===== src/rtl/tdc_pkg.sv =====
package tdc_pkg;
  typedef enum logic [1:0] {DM_FIXED, DM_VAR_LOAD, DM_VARIABLE} dly_mode_e;
  typedef enum logic [1:0] {UP_ASYNC, UP_SYNC, UP_MANUAL} upd_pol_e;
endpackage


===== src/rtl/tdc_edge_det.sv =====
module tdc_edge_det (
  input  logic clk,
  input  logic rst,
  input  logic din,
  output logic edge_seen
);
  logic din_q;

  // During reset, track the line so that release shows no false transition.
  always_ff @(posedge clk) begin
    din_q <= din;
  end

  assign edge_seen = !rst && (din != din_q);
endmodule


===== src/rtl/tdc_stage.sv =====
module tdc_stage import tdc_pkg::*; #(
  parameter int unsigned TAP_W  = 9,
  parameter dly_mode_e   MODE   = DM_VAR_LOAD,
  parameter upd_pol_e    POLICY = UP_ASYNC,
  parameter int unsigned INIT   = 0
) (
  input  logic             clk,
  input  logic             rst,
  input  logic             load,
  input  logic             ce,
  input  logic             inc,
  input  logic [TAP_W-1:0] cnt_in,
  input  logic             data_edge,
  output logic [TAP_W-1:0] tap
);
  localparam logic [TAP_W-1:0] TAP_MAX  = {TAP_W{1'b1}};
  localparam logic [TAP_W-1:0] TAP_INIT = TAP_W'(INIT);
  localparam bit               MANUAL   = (POLICY == UP_MANUAL);

  logic [TAP_W-1:0] active_q, pend_q, base, req_val, staged;
  logic             pend_vld_q, req_vld;
  logic [TAP_W-1:0] active_d, pend_d;
  logic             pend_vld_d;

  always_comb begin
    base    = (POLICY != UP_ASYNC && pend_vld_q) ? pend_q : active_q;
    req_vld = 1'b0;
    req_val = base;
    case (MODE)
      DM_VAR_LOAD: begin
        req_vld = MANUAL ? (load && !ce) : load;
        req_val = cnt_in;
      end
      DM_VARIABLE: begin
        req_vld = MANUAL ? (ce && !load) : ce;
        if (inc) req_val = (base == TAP_MAX) ? TAP_MAX : base + 1'b1;
        else     req_val = (base == '0) ? '0 : base - 1'b1;
      end
      default: begin
        req_vld = 1'b0;
      end
    endcase
  end

  always_comb begin
    active_d   = active_q;
    pend_d     = pend_q;
    pend_vld_d = pend_vld_q;
    staged     = req_vld ? req_val : pend_q;
    case (POLICY)
      UP_ASYNC: begin
        if (req_vld) active_d = req_val;
      end
      UP_SYNC: begin
        if (req_vld) begin
          pend_d     = req_val;
          pend_vld_d = 1'b1;
        end
        if (data_edge && (req_vld || pend_vld_q)) begin
          active_d   = staged;
          pend_vld_d = 1'b0;
        end
      end
      default: begin
        if (req_vld) begin
          pend_d     = req_val;
          pend_vld_d = 1'b1;
        end
        if (load && ce && pend_vld_q) begin
          active_d   = pend_q;
          pend_vld_d = 1'b0;
        end
      end
    endcase
  end

  always_ff @(posedge clk) begin
    if (rst) begin
      active_q   <= TAP_INIT;
      pend_q     <= TAP_INIT;
      pend_vld_q <= 1'b0;
    end else begin
      active_q   <= active_d;
      pend_q     <= pend_d;
      pend_vld_q <= pend_vld_d;
    end
  end

  assign tap = active_q;
endmodule


===== src/rtl/tap_delay_ctrl.sv =====
module tap_delay_ctrl import tdc_pkg::*; #(
  parameter int unsigned TAP_W        = 9,
  parameter dly_mode_e   DELAY_MODE   = DM_VAR_LOAD,
  parameter dly_mode_e   DELAY_MODE_EXT = DM_VAR_LOAD,
  parameter upd_pol_e    UPDATE_POL   = UP_ASYNC,
  parameter int unsigned INIT_TAP     = 0,
  parameter int unsigned INIT_TAP_EXT = 0,
  parameter bit          CASCADE_EN   = 1'b0,
  parameter bit          RST_INVERT   = 1'b0
) (
  input  logic             clk,
  input  logic             rst_in,
  input  logic             load,
  input  logic             ce,
  input  logic             inc,
  input  logic [TAP_W-1:0] cnt_in,
  input  logic             data_in,
  input  logic             load_ext,
  input  logic             ce_ext,
  input  logic             inc_ext,
  input  logic [TAP_W-1:0] cnt_in_ext,
  output logic [TAP_W-1:0] tap_out,
  output logic [TAP_W-1:0] tap_out_ext,
  output logic             ready
);
  logic rst_act, data_edge;

  assign rst_act = rst_in ^ RST_INVERT;

  always_ff @(posedge clk) begin
    if (rst_act) ready <= 1'b0;
    else         ready <= 1'b1;
  end

  tdc_edge_det u_edge (
    .clk(clk), .rst(rst_act), .din(data_in), .edge_seen(data_edge)
  );

  tdc_stage #(
    .TAP_W(TAP_W), .MODE(DELAY_MODE), .POLICY(UPDATE_POL), .INIT(INIT_TAP)
  ) u_main (
    .clk(clk), .rst(rst_act), .load(load), .ce(ce), .inc(inc),
    .cnt_in(cnt_in), .data_edge(data_edge), .tap(tap_out)
  );

  generate
    if (CASCADE_EN) begin : g_ext
      tdc_stage #(
        .TAP_W(TAP_W), .MODE(DELAY_MODE_EXT), .POLICY(UPDATE_POL),
        .INIT(INIT_TAP_EXT)
      ) u_ext (
        .clk(clk), .rst(rst_act), .load(load_ext), .ce(ce_ext),
        .inc(inc_ext), .cnt_in(cnt_in_ext), .data_edge(data_edge),
        .tap(tap_out_ext)
      );
    end else begin : g_no_ext
      logic unused_ext;
      assign unused_ext  = ^{load_ext, ce_ext, inc_ext, cnt_in_ext};
      assign tap_out_ext = '0;
    end
  endgenerate
endmodule


===== config.mk =====
export PLATFORM = sky130hd
export DESIGN_NAME = tap_delay_ctrl
export DESIGN_NICKNAME = d
export VERILOG_FILES = /design/src/rtl/tdc_pkg.sv /design/src/rtl/tdc_edge_det.sv /design/src/rtl/tdc_stage.sv /design/src/rtl/tap_delay_ctrl.sv
export SDC_FILE = /design/constraint.sdc
export NUM_CORES = 1
export LEC_CHECK = 0
export ABC_AREA = 1
export BUFFER_PORTS_ARGS = -buffer_cell sky130_fd_sc_hd__buf_4
export CAP_MARGIN = 40
export CORE_MARGIN = 10
export CORE_UTILIZATION = 32
export DETAILED_ROUTE_END_ITERATION = 6
export PLACE_DENSITY = 0.73
export SLEW_MARGIN = 20
export SYNTH_ARGS = -nofsm -noshare
export SYNTH_HDL_FRONTEND = slang
export SYNTH_HIERARCHICAL = 1
export SYNTH_SLANG_ARGS = --single-unit

===== constraint.sdc =====
create_clock -name clk -period 0.8 [get_ports clk]
set_input_delay 0.04 -clock clk [delete_from_list [all_inputs] [get_ports clk]]
set_output_delay 0.04 -clock clk [all_outputs]
set_load 0.01 [all_outputs]

==> results of run 1 <==
## layout by cell type, fill, tap and decap left out
cell	count
sky130_fd_sc_hd__nand2_1	17
sky130_fd_sc_hd__nor2_1	18
sky130_fd_sc_hd__dlygate4sd3_1	1
sky130_fd_sc_hd__dfxtp_2	1
sky130_fd_sc_hd__inv_1	10
sky130_fd_sc_hd__dfxtp_1	9
sky130_fd_sc_hd__buf_4	21
sky130_fd_sc_hd__clkbuf_4	3
sky130_fd_sc_hd__nand2_2	1
sky130_fd_sc_hd__conb_1	9
sky130_fd_sc_hd__clkinv_1	1
## where the power goes
group	total (mW)	internal [mW]	switching, mW
Clock	0.320	0.172	0.148
Sequential	0.548	0.533	0.0149
Combinational	0.212	0.104	0.108
## flip-flops by register name, indices dropped and copies added, names as in the netlist
signal,count
u_main/tap,9
ready,1
## area by class of cell
class	count	area (um^2)
well taps	15	18.8
fillers	152	727
clock buffers	3	22.5
repair buffers	22	168
inverters	11	41.3
multi-input cells	45	171
flip-flops and latches	10	201
## timing repair
action / in CTS / in global routing
endpoints found under the setup margin: 0 / 1
hold buffers: 1 / 0
endpoints found under the hold margin: 1 / 0
gates resized for setup: 0 / 1
## worst paths after layout
path | start | to | slack, ns | depth (start not counted)
worst max-delay path | u_main/tap[7] | tap_out[7] | 0.05 | 1
worst min-delay path | cnt_in[8] | u_main/tap[8] | 0.07 | 5
worst max register to register | u_main/tap[6] | u_main/tap[6] | 0.24 | 2
worst min register to register | u_main/tap[2] | u_main/tap[2] | 0.47 | 2
## layer usage
| metal | wire length, um | up-vias |
|---|---|---|
| met5 | 0 | - |
| met4 | 0 | 0 |
| met3 | 160 | 0 |
| met2 | 487 | 18 |
| met1 | 384 | 171 |
| li1 | - | 219 |
==> summary.md, run 1 <==
| Metric | Value |
|---|---|
| Die Span X | approximately 59 um |
| Post-route standard cell area excluding fillers | 623 um^2 |
| Placeable core region | 1350 um^2 |
| Min setup slack post-route | 0.0524 ns |
| Largest voltage drop on the vdd net | 0.775 mV |
| Synth Warn # | 6 |
| Maximum fanout along the worst path | 2 |
| I/O pin count | 46 |
| Number of maximum-capacitance constraint violations | 0 |
| Non-filler cells, final | 106 |
| Required time of the critical path | 0.76 ns |
| Clock buffer depth | 2 |
| Worst hold path type | input pin to register |
| Power per Cell Area | 1730 nW/um^2 |
| Total cell area at the placement stage | 589 um^2 |
| Most used routing layer in global routing | met2 |
| TritonCTS clock tree | done |
| Worst setup slack before clock tree synthesis | 0.134 ns |
| Fin Hold WS | around 0.071 ns |
| Rows | 13 |
| Cell at the slowest stage of the critical path | sky130_fd_sc_hd__dfxtp_1 |
| Routed Antenna Nets | 0 |
| Vias in the first global route | around 390 |
| Number of placed instances, taps included | 102 |
| GR Util met1 | approximately 5.7% |
| Count of final setup violators | 0 |
| Area delta synth->final | 30.7% |
| Summed instance area of the synthesized netlist | 477 um^2 |
| Net total in the final layout | 120 |
| Total Wirelength | 1.03 mm |
| Count of routing violations after the opening detailed-route iteration | 0 |
| Max Clk Rate | 1340 MHz |
| Number of diodes added for antenna fixing | 0 |
| Clock H-tree levels | 1 |
| Setup crit start kind | register |
| RSZ-0062 raised after global routing | false |
| GR Util All Layers | 6.30% |
| Final design utilization | 46.2% |
| Initial cell density of the core | about a third |
| Min Clock Period, post-route | 0.748 ns |
| Post-Syn Area per Cell | slightly below 7 um^2 |
| Final total power | 1.08 mW |
| Class of the most critical setup path | register to output port |
| Final worst clock skew | 0 ns |
| Clock Latency Late Sink | 0.25 ns |
| Length of the first detailed-routing pass in iterations | 1 |
| Fraction of final layout cells sized beyond drive strength 1 | 28.6% |
| First-pass GRT wire length | 1.72 mm |
| Half-perimeter wire length after detailed placement | ~870 um |
| Routed vias | around 410 |
| Cts bufs inserted | 3 |
| Met2 demand-to-capacity share in global routing | 10.2% |
| Global-route track usage on met3 | between 5 and 6% |
| Synthesized instance count | 69 |
| Number of sinks on the clock net | 10 |
| Arrival time at the worst endpoint | ~0.71 ns |
| Input/output buffers | 21 |
| Delay of the slowest critical-path stage | 0.33 ns |
| Global-route congestion overflow total | 0 |
| Standby leakage power | 0.374 nW |
| Die ar. | 3430 um^2 |
| Clock transition at the registers of the reported paths | 0.06 ns |
| Via-to-Cell Ratio | 3.85 |
| Total count of max-transition violations in the final report | 0 |
| Detail-routed net length per standard cell | about 9.7 um |
| List of cells traversed by the critical path | buf_4 |
| Chip Height | ~60 um |
| Hold violation total from the final report | 0 |
| Worst path buffer plus inverter count | 1 |
| Result of the run | finished clean |
| Setup Fix Bufs, Post-CTS | 0 |
| Final TNS setup | 0 ns |
| CP Capture Type | output port |
| Cell family with most CP delay | flip-flops |
| Placer congestion estimate | 0.632 |
| Clk root buf | sky130_fd_sc_hd__clkbuf_4 |
| Remaining routing DRC violations | 0 |
| Maximum number of pins on one net before global-route repair | 19 |
| Antenna violations before repair | 0 |
| Period utilization | between 90% and 100% |
Power figures use the tool's default switching activity.
==> inputs of run 2 (changes only) <==
--- a/config.mk
+++ b/config.mk
@@ -9,9 +9,9 @@
 export BUFFER_PORTS_ARGS = -buffer_cell sky130_fd_sc_hd__buf_4
 export CAP_MARGIN = 40
 export CORE_MARGIN = 10
-export CORE_UTILIZATION = 32
+export CORE_UTILIZATION = 38
 export DETAILED_ROUTE_END_ITERATION = 6
-export PLACE_DENSITY = 0.73
+export PLACE_DENSITY = 0.81
 export SLEW_MARGIN = 20
 export SYNTH_ARGS = -nofsm -noshare
 export SYNTH_HDL_FRONTEND = slang
==> constraint.sdc (replaced) <==
create_clock -name clk -period 0.9 [get_ports clk]
set_input_delay 0.045 -clock clk [delete_from_list [all_inputs] [get_ports clk]]
set_output_delay 0.045 -clock clk [all_outputs]
set_load 0.01 [all_outputs]
==> run 2 against run 1 <==
Compared with the run above: clock power rose by 22%; design area rose by 1.8%; die area fell by 11%; worst setup slack improved by 0.075 ns; register-to-register slack improved by 0.10 ns; clock skew did not move; combinational power fell by 10%; hold slack got worse by 0.012 ns; wire length rose by 8.5%; first-iteration DRC count rose by 4; critical endpoint is now tap_out[3].
==> summary.md, run 2 (synthesized netlist as in run 1, its figures left out) <==
| Metric | Value |
|---|---|
| Result of the run | finished clean |
| Max reg flops | 9 (unchanged) |
| TritonCTS clock tree | done |
| Antenna violations before repair | 0 (unchanged) |
| Placeable core region | 1140 um^2 (-15%) |
| Cell at the slowest stage of the critical path | sky130_fd_sc_hd__dfxtp_1 |
| Worst path buffer plus inverter count | 1 (unchanged) |
| Maximum fanout along the worst path | 2 (unchanged) |
| RSZ-0062 raised after global routing | false |
| First-pass GRT wire length | 1.73 mm (+0.76%) |
| Fin Hold WS | 0.0588 ns (-0.0121 ns) |
| Met2 demand-to-capacity share in global routing | 11.6% (+1.5 points) |
| Number of sinks on the clock net | 10 (unchanged) |
| Number of diodes added for antenna fixing | 0 (unchanged) |
| Initial cell density of the core | 41.8% (+6.5 points) |
| Die Span X | 55.4 um (-5.4%) |
| Commonest non-fill, non-tap cell in the layout | sky130_fd_sc_hd__buf_4 |
| Min Clock Period, post-route | 0.773 ns |
| Class of the most critical setup path | register to output port |
| Global-route track usage on met3 | 5.69% (+0.12 points) |
| Final TNS setup | 0 ns (unchanged) |
| Final total power | 1.07 mW (-1.0%) |
| Placer congestion estimate | 0.687 (+8.7%) |
| Maximum number of pins on one net before global-route repair | 19 (unchanged) |
| Clock buffer depth | 2 (unchanged) |
| Total Wirelength | 1.12 mm (+8.5%) |
| Commonest cells after routing, fill and taps aside | sky130_fd_sc_hd__buf_4, sky130_fd_sc_hd__nor2_1, sky130_fd_sc_hd__nand2_1 |
| Clock Latency Late Sink | 0.26 ns (about the same) |
| Power per Cell Area | 1690 nW/um^2 (-2.8%) |
| Hold violation total from the final report | 0 (unchanged) |
| Input/output buffers | 21 (unchanged) |
| Clock H-tree levels | 1 (unchanged) |
| Cell family with most CP delay | flip-flops |
| Routed vias | 397 (-2.7%) |
| Period utilization | 85.9% |
| Routed Antenna Nets | 0 (unchanged) |
| Length of the first detailed-routing pass in iterations | 3 (+2) |
| Required time of the critical path | 0.85 ns (+0.09 ns) |
| I/O pin count | 46 (unchanged) |
| Vias in the first global route | 372 (-3.9%) |
| Cts bufs inserted | 3 (unchanged) |
| GR Util met1 | 6.35% (+0.66 points) |
| Delay of the slowest critical-path stage | 0.34 ns (about the same) |
| Max Clk Rate | between 1000 and 1500 MHz |
| Setup crit start kind | register |
| Chip Height | 55.4 um (-5.4%) |
| Worst hold path type | input pin to register |
| Largest voltage drop on the vdd net | 0.916 mV (+18%) |
| Half-perimeter wire length after detailed placement | 861 um (-1.1%) |
| Net total in the final layout | 120 (unchanged) |
| Clk root buf | sky130_fd_sc_hd__clkbuf_4 |
| List of cells traversed by the critical path | buf_4 |
| Standby leakage power | 0.381 nW (+1.8%) |
| Rows | 12 (-1) |
| Area delta synth->final | 33.1% |
| GR Util All Layers | 7.15% (+0.85 points) |
| Clock transition at the registers of the reported paths | 0.07 ns (about the same) |
| Arrival time at the worst endpoint | 0.73 ns (+0.02 ns) |
| CP Capture Type | output port |
| FILL cells | 124 (-18%) |
| Number of maximum-capacitance constraint violations | 0 (unchanged) |
| Count of routing violations after the opening detailed-route iteration | 4 (+4) |
| Fraction of final layout cells sized beyond drive strength 1 | 28.3% (-0.31 points) |
| Die ar. | 3070 um^2 (-11%) |
| Final worst clock skew | 0 ns (unchanged) |
| Global-route congestion overflow total | 0 (unchanged) |
| Detail-routed net length per standard cell | 10.6 um (+8.5%) |
| Via-to-Cell Ratio | 3.75 (-2.7%) |
| Remaining routing DRC violations | 0 (unchanged) |
| Count of final setup violators | 0 (unchanged) |
| Setup Fix Bufs, Post-CTS | 0 (unchanged) |
| Most used routing layer in global routing | met2 |
| Total count of max-transition violations in the final report | 0 (unchanged) |
## run 2: cell type report
cell class | instances | area, um^2 | share of cell area (%)
flip-flops and latches | 10 | 200 | 31.6
multi-input cells | 45 | 171 | 27.0
repair buffers | 22 | 168 | 26.4
inverters | 11 | 41.3 | 6.51
clock buffers | 4 | 36.3 | 5.72
well taps | 14 | 17.5 | 2.76
## run 2: routing by layer
| layer | part of all wire (%) | wire [um] |
|---|---|---|
| met5 | 0 | 0 |
| met2 | 47 | 526 |
| met1 | 41 | 454 |
| met4 | 0.54 | 6 |
| met3 | 12 | 131 |
## run 2: what timing repair did
action | 4_1_cts | 5_1_grt
hold endpoints to repair | 1 | 0
resized for setup | 0 | 0
hold buffers | 1 | 0
## run 2: per-stage QoR
| stage | area, um^2 | util [%] | cells | worst slack [ns] |
|---|---|---|---|---|
| after floorplan | 507 | - | 77 | 0.331 |
| after global placement | 588 | 51.5 | 101 | 0.257 |
| after detailed placement | 588 | 51.5 | 101 | 0.252 |
| after CTS | 634 | 55.6 | 106 | 0.105 |
| after global routing | 634 | 55.6 | 106 | 0.0728 |
| final | 634 | 55.6 | 106 | 0.127 |
## run 2: report_power, final
| group | leakage, nW | switching (mW) | internal [mW] |
|---|---|---|---|
| logic | 0.276 | 0.0975 | 0.0923 |
| clock network | 0.0210 | 0.147 | 0.245 |
| registers | 0.0833 | 0.0139 | 0.473 |
| total | 0.381 | 0.259 | 0.811 |
## run 2: final timing paths
kind,end,cells after the start,startpoint,slack (ns)
setup / recovery,tap_out[3],1,u_main/tap[3],0.13
hold reg to reg,u_main/tap[1],2,u_main/tap[1],0.47
hold / removal,u_main/tap[2],5,cnt_in[2],0.06
setup reg to reg,u_main/tap[3],2,u_main/tap[3],0.34
==> inputs of run 3 (changes only) <==
--- a/config.mk
+++ b/config.mk
@@ -10,7 +10,9 @@
 export CAP_MARGIN = 40
 export CORE_MARGIN = 10
 export CORE_UTILIZATION = 38
+export CTS_CLUSTER_SIZE = 20
 export DETAILED_ROUTE_END_ITERATION = 6
+export HOLD_SLACK_MARGIN = 0.1
 export PLACE_DENSITY = 0.81
 export SLEW_MARGIN = 20
 export SYNTH_ARGS = -nofsm -noshare
==> run 3 against run 2 <==
Compared with the run above: non-clock buffer count up 9; maximum frequency down 0.42%; worst setup slack worse by 0.0033 ns; clock-buffer cell count unchanged; utilization up 7.9 points; wire length up 11%.
==> summary.md, run 3 (synthesized netlist as in run 1, its figures left out) <==
| Metric | Value |
|---|---|
| Arrival time at the worst endpoint | 0.73 ns (about the same) |
| Start point of the worst hold path | load |
| Final TNS setup | 0 ns (unchanged) |
| Critical path launch point | u_main/tap[8] |
| Final worst clock skew | 0 ns (unchanged) |
| Post_cts resized | 0 (unchanged) |
| Maximum number of pins on one net before global-route repair | 19 (unchanged) |
| Placeable core region | 1140 um^2 (unchanged) |
| Initial cell density of the core | 41.8% (unchanged) |
| Number of maximum-capacitance constraint violations | 0 (unchanged) |
| Commonest non-fill, non-tap cell in the layout | sky130_fd_sc_hd__buf_4 |
| Placer congestion estimate | 0.687 (unchanged) |
| Routed vias | 435 (+9.6%) |
| R2R Path Start | u_main/tap[3] |
| Cts bufs inserted | 3 (unchanged) |
| Cell family with most CP delay | flip-flops |
| Clock Latency Late Sink | 0.26 ns (about the same) |
| Total Wirelength | 1.24 mm (+11%) |
| Rows | 12 (unchanged) |
| Chip Height | 55.4 um (unchanged) |
| Length of the first detailed-routing pass in iterations | 2 (-1) |
| Worst hold path type | input pin to register |
| Total count of max-transition violations in the final report | 0 (unchanged) |
| Input/output buffers | 21 (unchanged) |
| Period utilization | 86.2% (+0.36 points) |
| Required time of the critical path | 0.85 ns (about the same) |
| List of cells traversed by the critical path | buf_4 |
| Power per Cell Area | 1520 nW/um^2 (-9.8%) |
| Die Span X | 55.4 um (unchanged) |
| Non-filler cells, final | 115 (+8.5%) |
| GR Util All Layers | 7.95% (+0.80 points) |
| RSZ-0062 raised after global routing | false |
| Max Clk Rate | 1290 MHz (-0.42%) |
| CP Capture Type | output port |
| Antenna violations before repair | 0 (unchanged) |
| Routed Antenna Nets | 0 (unchanged) |
| FILL cells | 111 (-10%) |
| Half-perimeter wire length after detailed placement | 861 um (unchanged) |
| Max reg flops | 9 (unchanged) |
| Via-to-Cell Ratio | 3.78 (+1.0%) |
| Setup crit start kind | register |
| Setup Fix Bufs, Post-CTS | 0 (unchanged) |
| First-pass GRT wire length | 1.94 mm (+12%) |
| Hold violation total from the final report | 0 (unchanged) |
| Class of the most critical setup path | register to output port |
| Global-route congestion overflow total | 0 (unchanged) |
| Number of sinks on the clock net | 10 (unchanged) |
| Area delta synth->final | 52.0% |
| Clock buffer depth | 2 (unchanged) |
| Register cell area after layout | 200 um^2 (unchanged) |
| TritonCTS clock tree | done |
| Die ar. | 3070 um^2 (unchanged) |
| Number of diodes added for antenna fixing | 0 (unchanged) |
| Remaining routing DRC violations | 0 (unchanged) |
| Result of the run | finished clean |
| Fraction of final layout cells sized beyond drive strength 1 | 25.7% (-2.5 points) |
| Clock transition at the registers of the reported paths | 0.06 ns (about the same) |
| Commonest cells after routing, fill and taps aside | sky130_fd_sc_hd__buf_4, sky130_fd_sc_hd__nor2_1, sky130_fd_sc_hd__nand2_1 |
| Vias in the first global route | 423 (+14%) |
| Cell at the slowest stage of the critical path | sky130_fd_sc_hd__dfxtp_1 |
| Largest voltage drop on the vdd net | 0.977 mV (+6.7%) |
| Delay of the slowest critical-path stage | 0.34 ns (about the same) |
| Maximum fanout along the worst path | 2 (unchanged) |
| Standby leakage power | 0.418 nW (+9.9%) |
| Multi-input gate area | 171 um^2 (unchanged) |
| Clk root buf | sky130_fd_sc_hd__clkbuf_4 |
| Worst path buffer plus inverter count | 1 (unchanged) |
| Number of placed instances, taps included | 101 (unchanged) |
| Detail-routed net length per standard cell | 10.8 um (+2.5%) |
| Net total in the final layout | 129 (+7.5%) |
| I/O pin count | 46 (unchanged) |
| Count of routing violations after the opening detailed-route iteration | 2 (-2) |
| Clock H-tree levels | 1 (unchanged) |
| Count of final setup violators | 0 (unchanged) |
| Min Clock Period, post-route | 0.776 ns (+0.00328 ns) |
## run 3: changes by cell type in the layout (fill, tap and decap cells not counted), sizes merged
| cell | delta |
|---|---|
| dlygate4sd3 | +9 |
## run 3: per-stage QoR
stage	hold WS [ns]	util, %	total power [mW]	area, um^2	worst slack [ns]
CTS	0.128	63.5	1.12	724	0.105
finish	0.140	63.5	1.10	724	0.124
global placement	0.206	51.5	0.679	588	0.257
global route	0.143	63.5	1.16	724	0.0786
detailed placement	0.215	51.5	0.684	588	0.252
floorplan	0.102	-	0.629	507	0.331
## run 3: final timing paths
check	slack, ns	depth (start not counted)	endpoint
max reg2reg	0.33	2	u_main/tap[3]
min	0.14	3	u_main/tap[6]
min reg2reg	0.47	2	u_main/tap[1]
max	0.12	1	tap_out[8]
## run 3: cell type report
class                      count  share of cell area [%]
clock buffer                   4                    5.01
inverter                      11                    5.70
timing repair buffer          31                    35.6
multi-input combinational     45                    23.7
tap                           14                    2.42
sequential                    10                    27.6
## run 3: where the power goes
| part | internal [mW] | leakage [nW] | switching (mW) |
|---|---|---|---|
| Sequential | 0.473 | 0.0833 | 0.0149 |
| Combinational | 0.118 | 0.314 | 0.105 |
| Clock | 0.245 | 0.0210 | 0.145 |
## run 3: repair_timing
item	CTS	global route
setup endpoints to repair	0	0
hold buffers	10	0
endpoints found under the hold margin	10	0
## run 3: per-layer routing
metal / routed length, um / vias up / share of wire (%) / GRT usage (%)
li1: - / 239 / - / -
met1: 477 / 170 / 38 / 6.53
met2: 612 / 22 / 49 / 13.7
met3: 140 / 4 / 11 / 5.69
met4: 14 / 0 / 1.1 / 4.20
met5: 0 / - / 0 / 0
